File: src/rtl/wdt_rr_pkg.sv
package wdt_rr_pkg;

  typedef enum logic [1:0] {
    SCOPE_NONE = 2'd0,
    SCOPE_CPU  = 2'd1,
    SCOPE_SOC  = 2'd2,
    SCOPE_SYS  = 2'd3
  } scope_e;

  typedef struct packed {
    logic   act_high;
    logic   push_pull;
    logic   ext_en;
    logic   alt_en;
    scope_e scope;
  } action_t;

  localparam logic [2:0] A_RELOAD = 3'd0;
  localparam logic [2:0] A_ENABLE = 3'd1;
  localparam logic [2:0] A_DUR    = 3'd2;
  localparam logic [2:0] A_MASK0  = 3'd3;
  localparam logic [2:0] A_KICK   = 3'd5;
  localparam logic [2:0] A_ACTION = 3'd6;

  localparam action_t ACTION_RST = '{act_high: 1'b0, push_pull: 1'b0,
                                     ext_en: 1'b0, alt_en: 1'b0,
                                     scope: SCOPE_SYS};

endpackage

File: src/rtl/wdt_rr_regs.sv
module wdt_rr_regs
  import wdt_rr_pkg::*;
#(
  parameter int CNT_W      = 16,
  parameter int DUR_W      = 8,
  parameter int MASK_WORDS = 2,
  localparam int MASK_W    = 32 * MASK_WORDS
) (
  input  logic              clk,
  input  logic              rst,
  input  logic              wr_en,
  input  logic [2:0]        wr_addr,
  input  logic [31:0]       wr_data,
  output logic [CNT_W-1:0]  reload_q,
  output logic              enable_q,
  output logic [DUR_W-1:0]  dur_q,
  output logic [MASK_W-1:0] mask_q,
  output action_t           action_q,
  output logic              kick
);

  assign kick = wr_en && (wr_addr == A_KICK);

  always_ff @(posedge clk) begin
    if (rst) begin
      reload_q <= '1;
      enable_q <= 1'b0;
      dur_q    <= '0;
      action_q <= ACTION_RST;
    end else if (wr_en) begin
      case (wr_addr)
        A_RELOAD: reload_q <= wr_data[CNT_W-1:0];
        A_ENABLE: enable_q <= wr_data[0];
        A_DUR:    dur_q    <= wr_data[DUR_W-1:0];
        A_ACTION: action_q <= action_t'(wr_data[5:0]);
        default:  ;
      endcase
    end
  end

  for (genvar w = 0; w < MASK_WORDS; w++) begin : g_mask
    always_ff @(posedge clk) begin
      if (rst) begin
        mask_q[w*32 +: 32] <= '0;
      end else if (wr_en && (wr_addr == 3'(A_MASK0 + w))) begin
        mask_q[w*32 +: 32] <= wr_data;
      end
    end
  end

endmodule

File: src/rtl/wdt_rr_counter.sv
module wdt_rr_counter #(
  parameter int CNT_W = 16
) (
  input  logic             clk,
  input  logic             rst,
  input  logic             enable,
  input  logic             kick,
  input  logic [CNT_W-1:0] reload,
  output logic             tmo_o
);

  logic [CNT_W-1:0] count_q;

  always_ff @(posedge clk) begin
    if (rst) begin
      count_q <= '1;
      tmo_o   <= 1'b0;
    end else begin
      tmo_o <= 1'b0;
      if (kick) begin
        count_q <= reload;
      end else if (enable) begin
        if (count_q == '0) begin
          tmo_o   <= 1'b1;
          count_q <= reload;
        end else begin
          count_q <= count_q - 1'b1;
        end
      end
    end
  end

endmodule

File: src/rtl/wdt_rr_resetgen.sv
module wdt_rr_resetgen
  import wdt_rr_pkg::*;
#(
  parameter int MASK_W      = 64,
  parameter int HOLD_CYCLES = 16,
  localparam int HW = (HOLD_CYCLES > 1) ? $clog2(HOLD_CYCLES) : 1
) (
  input  logic              clk,
  input  logic              rst,
  input  logic              tmo,
  input  scope_e            scope,
  input  logic [MASK_W-1:0] mask,
  input  logic              alt_en,
  output logic              cpu_rst_o,
  output logic [MASK_W-1:0] soc_rst_o,
  output logic              sys_rst_o,
  output logic              alt_boot_o
);

  logic [HW-1:0] hold_q;

  always_ff @(posedge clk) begin
    if (rst) begin
      hold_q    <= '0;
      cpu_rst_o <= 1'b0;
      soc_rst_o <= '0;
      sys_rst_o <= 1'b0;
    end else if (tmo) begin
      hold_q    <= HW'(HOLD_CYCLES - 1);
      cpu_rst_o <= (scope == SCOPE_CPU);
      sys_rst_o <= (scope == SCOPE_SYS);
      soc_rst_o <= (scope == SCOPE_SOC) ? mask : '0;
    end else if (hold_q != '0) begin
      hold_q <= hold_q - 1'b1;
    end else begin
      cpu_rst_o <= 1'b0;
      soc_rst_o <= '0;
      sys_rst_o <= 1'b0;
    end
  end

  always_ff @(posedge clk) begin
    if (rst) begin
      alt_boot_o <= 1'b0;
    end else if (tmo && alt_en) begin
      alt_boot_o <= 1'b1;
    end
  end

endmodule

File: src/rtl/wdt_rr_extpulse.sv
module wdt_rr_extpulse #(
  parameter int DUR_W      = 8,
  parameter int CYC_PER_US = 4,
  localparam int PW = (CYC_PER_US > 1) ? $clog2(CYC_PER_US) : 1
) (
  input  logic             clk,
  input  logic             rst,
  input  logic             fire,
  input  logic [DUR_W-1:0] dur,
  input  logic             push_pull,
  input  logic             act_high,
  output logic             pin_o,
  output logic             pin_oe_o
);

  logic             busy_q;
  logic [PW-1:0]    pre_q;
  logic [DUR_W-1:0] us_left_q;
  logic             high_active;

  always_ff @(posedge clk) begin
    if (rst) begin
      busy_q    <= 1'b0;
      pre_q     <= '0;
      us_left_q <= '0;
    end else if (fire) begin
      busy_q    <= 1'b1;
      pre_q     <= PW'(CYC_PER_US - 1);
      us_left_q <= (dur == '0) ? DUR_W'(1) : dur;
    end else if (busy_q) begin
      if (pre_q == '0) begin
        pre_q     <= PW'(CYC_PER_US - 1);
        us_left_q <= us_left_q - 1'b1;
        if (us_left_q == DUR_W'(1)) begin
          busy_q <= 1'b0;
        end
      end else begin
        pre_q <= pre_q - 1'b1;
      end
    end
  end

  assign high_active = push_pull & act_high;
  assign pin_oe_o    = push_pull | busy_q;
  assign pin_o       = push_pull ? (high_active ? busy_q : ~busy_q) : 1'b0;

endmodule

File: src/rtl/wdt_reset_router.sv
module wdt_reset_router
  import wdt_rr_pkg::*;
#(
  parameter int CNT_W       = 16,
  parameter int DUR_W       = 8,
  parameter int CYC_PER_US  = 4,
  parameter int MASK_WORDS  = 2,
  parameter int HOLD_CYCLES = 16,
  localparam int MASK_W     = 32 * MASK_WORDS
) (
  input  logic              clk,
  input  logic              rst,
  input  logic              wr_en,
  input  logic [2:0]        wr_addr,
  input  logic [31:0]       wr_data,
  output logic              cpu_rst_o,
  output logic [MASK_W-1:0] soc_rst_o,
  output logic              sys_rst_o,
  output logic              alt_boot_o,
  output logic              ext_pin_o,
  output logic              ext_pin_oe_o
);

  logic [CNT_W-1:0]  reload_q;
  logic              enable_q;
  logic [DUR_W-1:0]  dur_q;
  logic [MASK_W-1:0] mask_q;
  action_t           action_q;
  logic              kick;
  logic              tmo;
  logic              pp_mode;

  assign pp_mode = action_q.push_pull;

  wdt_rr_regs #(
    .CNT_W(CNT_W), .DUR_W(DUR_W), .MASK_WORDS(MASK_WORDS)
  ) u_regs (
    .clk(clk), .rst(rst), .wr_en(wr_en), .wr_addr(wr_addr), .wr_data(wr_data),
    .reload_q(reload_q), .enable_q(enable_q), .dur_q(dur_q), .mask_q(mask_q),
    .action_q(action_q), .kick(kick)
  );

  wdt_rr_counter #(.CNT_W(CNT_W)) u_counter (
    .clk(clk), .rst(rst), .enable(enable_q), .kick(kick),
    .reload(reload_q), .tmo_o(tmo)
  );

  wdt_rr_resetgen #(.MASK_W(MASK_W), .HOLD_CYCLES(HOLD_CYCLES)) u_resetgen (
    .clk(clk), .rst(rst), .tmo(tmo), .scope(action_q.scope), .mask(mask_q),
    .alt_en(action_q.alt_en), .cpu_rst_o(cpu_rst_o), .soc_rst_o(soc_rst_o),
    .sys_rst_o(sys_rst_o), .alt_boot_o(alt_boot_o)
  );

  wdt_rr_extpulse #(.DUR_W(DUR_W), .CYC_PER_US(CYC_PER_US)) u_extpulse (
    .clk(clk), .rst(rst), .fire(tmo & action_q.ext_en), .dur(dur_q),
    .push_pull(pp_mode), .act_high(action_q.act_high),
    .pin_o(ext_pin_o), .pin_oe_o(ext_pin_oe_o)
  );

endmodule

File: config.mk
export PLATFORM = sky130hd
export DESIGN_NAME = wdt_reset_router
export DESIGN_NICKNAME = d
export VERILOG_FILES = /design/src/rtl/wdt_rr_pkg.sv /design/src/rtl/wdt_rr_regs.sv /design/src/rtl/wdt_rr_counter.sv /design/src/rtl/wdt_rr_resetgen.sv /design/src/rtl/wdt_rr_extpulse.sv /design/src/rtl/wdt_reset_router.sv
export SDC_FILE = /design/constraint.sdc
export NUM_CORES = 1
export LEC_CHECK = 0
export ABC_CLOCK_PERIOD_IN_PS = 1900
export BUFFER_PORTS_ARGS = -buffer_cell sky130_fd_sc_hd__buf_2
export CORE_ASPECT_RATIO = 0.75
export CORE_MARGIN = 2
export CORE_UTILIZATION = 51
export CTS_BUF_LIST = sky130_fd_sc_hd__clkbuf_4 sky130_fd_sc_hd__clkbuf_8 sky130_fd_sc_hd__clkbuf_16
export CTS_CLUSTER_DIAMETER = 80
export DETAILED_ROUTE_END_ITERATION = 8
export PLACE_DENSITY = 0.73
export SLEW_MARGIN = 25
export SYNTH_ARGS = -nofsm -noshare
export SYNTH_HDL_FRONTEND = slang
export SYNTH_SLANG_ARGS = --single-unit
File: constraint.sdc
create_clock -name clk -period 1.9 [get_ports clk]
set_clock_uncertainty 0.15 [all_clocks]
set_input_delay 0.095 -clock clk [delete_from_list [all_inputs] [get_ports clk]]
set_output_delay 0.095 -clock clk [all_outputs]
set_load 0.02 [all_outputs]
==> out/qor.txt <==
met3 GRT Util: 6.07%
core area: 0.0144 mm2
CP delay by family, top: simple AND/OR/NAND/NOR gates
#FFs+latches synth: 194
Max Fclk: 513 MHz
gp weighted congestion: 0.936
total negative setup slack: -0.333 ns
number of synthesis warnings: 0
Post-synth EDFFs: 0
outcome: finished, violations left
total design power: 9480 uW
Setup WS post-layout: -0.0485 ns
worst skew pair latency: 0.43 ns
most frequent cells in the layout: nand2_1, dfxtp_1, buf_2
r2r startpoint: u_resetgen.hold_q[0]
Post-Synthesis Cells: 877
sequential fraction of the synthesis area: 52.3%
clock root buffer: clkbuf_16
share of cells above drive strength 1: 24.5%
crit path kind: flop to flop
Iteration-0 DRC Markers: 560
violated checks: negative setup slack
Vias: 6,803
Final Hold Viols: 0
post-DR vias/cell: 5.44
Bufs and invs on worst path: 3
WHS Path Cells: 3
HP Start: wr_en
first-pass GRT wire length: 31.7 mm
Routed WL per cell: 15.9 um
endpoints failing setup: 10
minimum clock period: 1.95 ns
row count: 38
Total GRT Usage: 26.0%
Die Area: 0.0156 mm2
cts bufs inserted: 17
initial core utilization: 51.7%
synth unique cells: 58
GR Layer Usage met2: 40.1%
largest net degree at the start of global routing: 67
fin crit share: 103%
slew of the pin with the lowest slew margin: 0.566 ns
critical-path cell list: inv_2 -> ha_4 -> or3b_4 -> nor2b_4 -> buf_6 -> buf_8 -> a22oi_1 -> nor2_1
total congestion overflow: 0
max cap viols: 0
Worst EP required: 2.06 ns
DRC viols: 0
vias in the first global route: 6,102
Worst-path clk slew: 0.07 ns
WL final: 19.9 mm
pwr/cell area: 977 mW/mm2
top_reg_cell synth: dfxtp_1
Reg-to-Reg End: u_resetgen.soc_rst_o[36]
NumNets Final: 1,082
CP max FO: 10
fin util: 67.6%
n_diodes: 0
area grow syn2layout: 30.7%
syn_nets: 921
fraction of registers with async set/reset: 0%
Hold WS: 0.0354 ns
RSZ-0062 raised after global routing: true
met1 GRT Util: 36.1%
H-Tree Depth: 4
reg-to-reg slack, setup: -0.05 ns
CTS Sinks: 194
WP data arrival: 2.11 ns
final slew viol count: 0
commonest non-fill, non-tap cell in the layout: nand2_1
VDD IR-drop max: 767 uV
port bufs: 106
syn avg cell area: 8.47 um2
GRT busiest layer: met2
Worst Hold Path EP: u_counter.tmo_o
I/O pin count: 107
Startpoint Class: flop
Initial DRT Pass Iterations: 5
overall die width: 143 um
R2R cell count: 8
Longest Clk Path Bufs: 2
initial antenna violation count: 0
dpl hpwl: 12.4 mm
Critical-path top delay cell: or3b_4
Cell Area, Synth: 0.00743 mm2
Slew headroom: 62.2%
CTS tree: yes
HP Class: input pin to flop
antenna-violating nets left: 0
Crit. End Element: flop
LEAKAGE: 0.00389 uW
Crit path largest cell delay: 0.37 ns
die height: 109 um
==> final cells by class <==
type                    instances  area (um2)
repair buffers                208        1510
flip-flops and latches        194        3890
well taps                     200         250
inverters                      11        48.8
clock inverters                13         148
clock buffers                  19         447
multi-input cells             606        3410
fillers                      1196        4650
==> routing by layer <==
layer	wire length (um)	part of all wire, %
met3	1200	6.0
met1	9110	46
met2	9300	47
met5	0	0
met4	326	1.6
==> cell families after synthesis <==
logic type	synth area share (%)
AO/OA/AOI/OAI	17.7
XOR/XNOR	0.943
adder cells (fa/ha/maj)	1.01
buffers and inverters	4.46
flip-flops	52.3
multiplexers	1.48
AND/OR/NAND/NOR	22.1
==> power breakdown <==
part | internal (uW) | switching, uW | total, uW
registers | 4150 | 64.8 | 4220
clock network | 2010 | 1590 | 3600
logic | 743 | 921 | 1660
==> timing repair <==
item,in CTS,in global routing
buffers inserted,4,4
hold buffers,35,0
setup endpoints to repair,20,55
hold endpoints to repair,101,0
gates cloned,1,0
gates resized for setup,19,32
pin swaps,2,13
==> state kept, by name (all words and copies together), names as in the netlist <==
name,count
u_resetgen.alt_boot_o,1
u_resetgen.hold_q,4
u_counter.tmo_o,1
u_extpulse.us_left_q,8
u_resetgen.soc_rst_o,64
u_regs.enable_q,1
u_regs.reload_q,16
u_resetgen.cpu_rst_o,1
u_resetgen.sys_rst_o,1
u_regs.action_q,6
u_extpulse.pre_q,2
u_regs.dur_q,8
u_extpulse.busy_q,1
u_counter.count_q,16
u_regs.mask_q,64
==> tightest hold or removal path, delay by kind of cell <==
kind | cells | cell delay, ns
buffers and inverters | 1 | 0.13
AND/OR/NAND/NOR | 2 | 0.33
==> per-stage QoR <==
stage	setup WS (ns)	instance area, um2	std cells
final	-0.0485	9710	1251
after global routing	-0.0892	9710	1251
after CTS	-0.0109	9550	1247
after detailed placement	-0.0608	8480	1175
after global placement	-0.0351	8480	1175
after floorplan	-0.00769	7530	877
==> worst max-delay path by stage <==
stage	start	end	slack (ns)	depth (start not counted)
3_5_place_dp	u_counter.count_q[0]	u_counter.count_q[10]	-0.06	7
5_1_grt	u_resetgen.hold_q[0]	u_resetgen.soc_rst_o[36]	-0.09	8
3_3_place_gp	u_counter.count_q[0]	u_counter.count_q[13]	-0.04	8
6_report	u_resetgen.hold_q[0]	u_resetgen.soc_rst_o[36]	-0.05	8
4_1_cts	u_resetgen.hold_q[0]	u_resetgen.soc_rst_o[63]	-0.01	8
2_1_floorplan	u_resetgen.hold_q[1]	u_resetgen.soc_rst_o[10]	-0.008	9
==> Yosys cell counts, types with 2 or more instances <==
cell	count	share of area, %
a211o_1	2	0.24
a211oi_1	7	0.71
a21o_1	3	0.30
a21oi_1	94	6.3
a22oi_1	64	6.5
a311oi_1	2	0.24
a31oi_1	2	0.17
and2_1	3	0.25
and3_1	2	0.17
buf_1	2	0.10
buf_2	13	0.88
buf_6	3	0.45
clkbuf_1	47	2.4
clkinv_1	2	0.10
dfxtp_1	194	52
ha_1	6	1.0
inv_1	9	0.45
mux2i_1	11	1.5
nand2_1	192	9.7
nand2_2	2	0.17
nand3_1	32	2.2
nand3b_1	5	0.51
nand4_1	4	0.34
nor2_1	93	4.7
nor2b_1	3	0.25
nor3_1	14	0.94
nor4_1	6	0.51
o211ai_1	2	0.20
o21ai_0	9	0.61
o311ai_0	3	0.35
o31ai_1	3	0.30
o41ai_1	5	0.59
or3_1	4	0.34
or3b_1	2	0.24
or4_1	3	0.30
xnor2_1	7	0.83
Note: power is estimated with default switching activity, not from simulation.
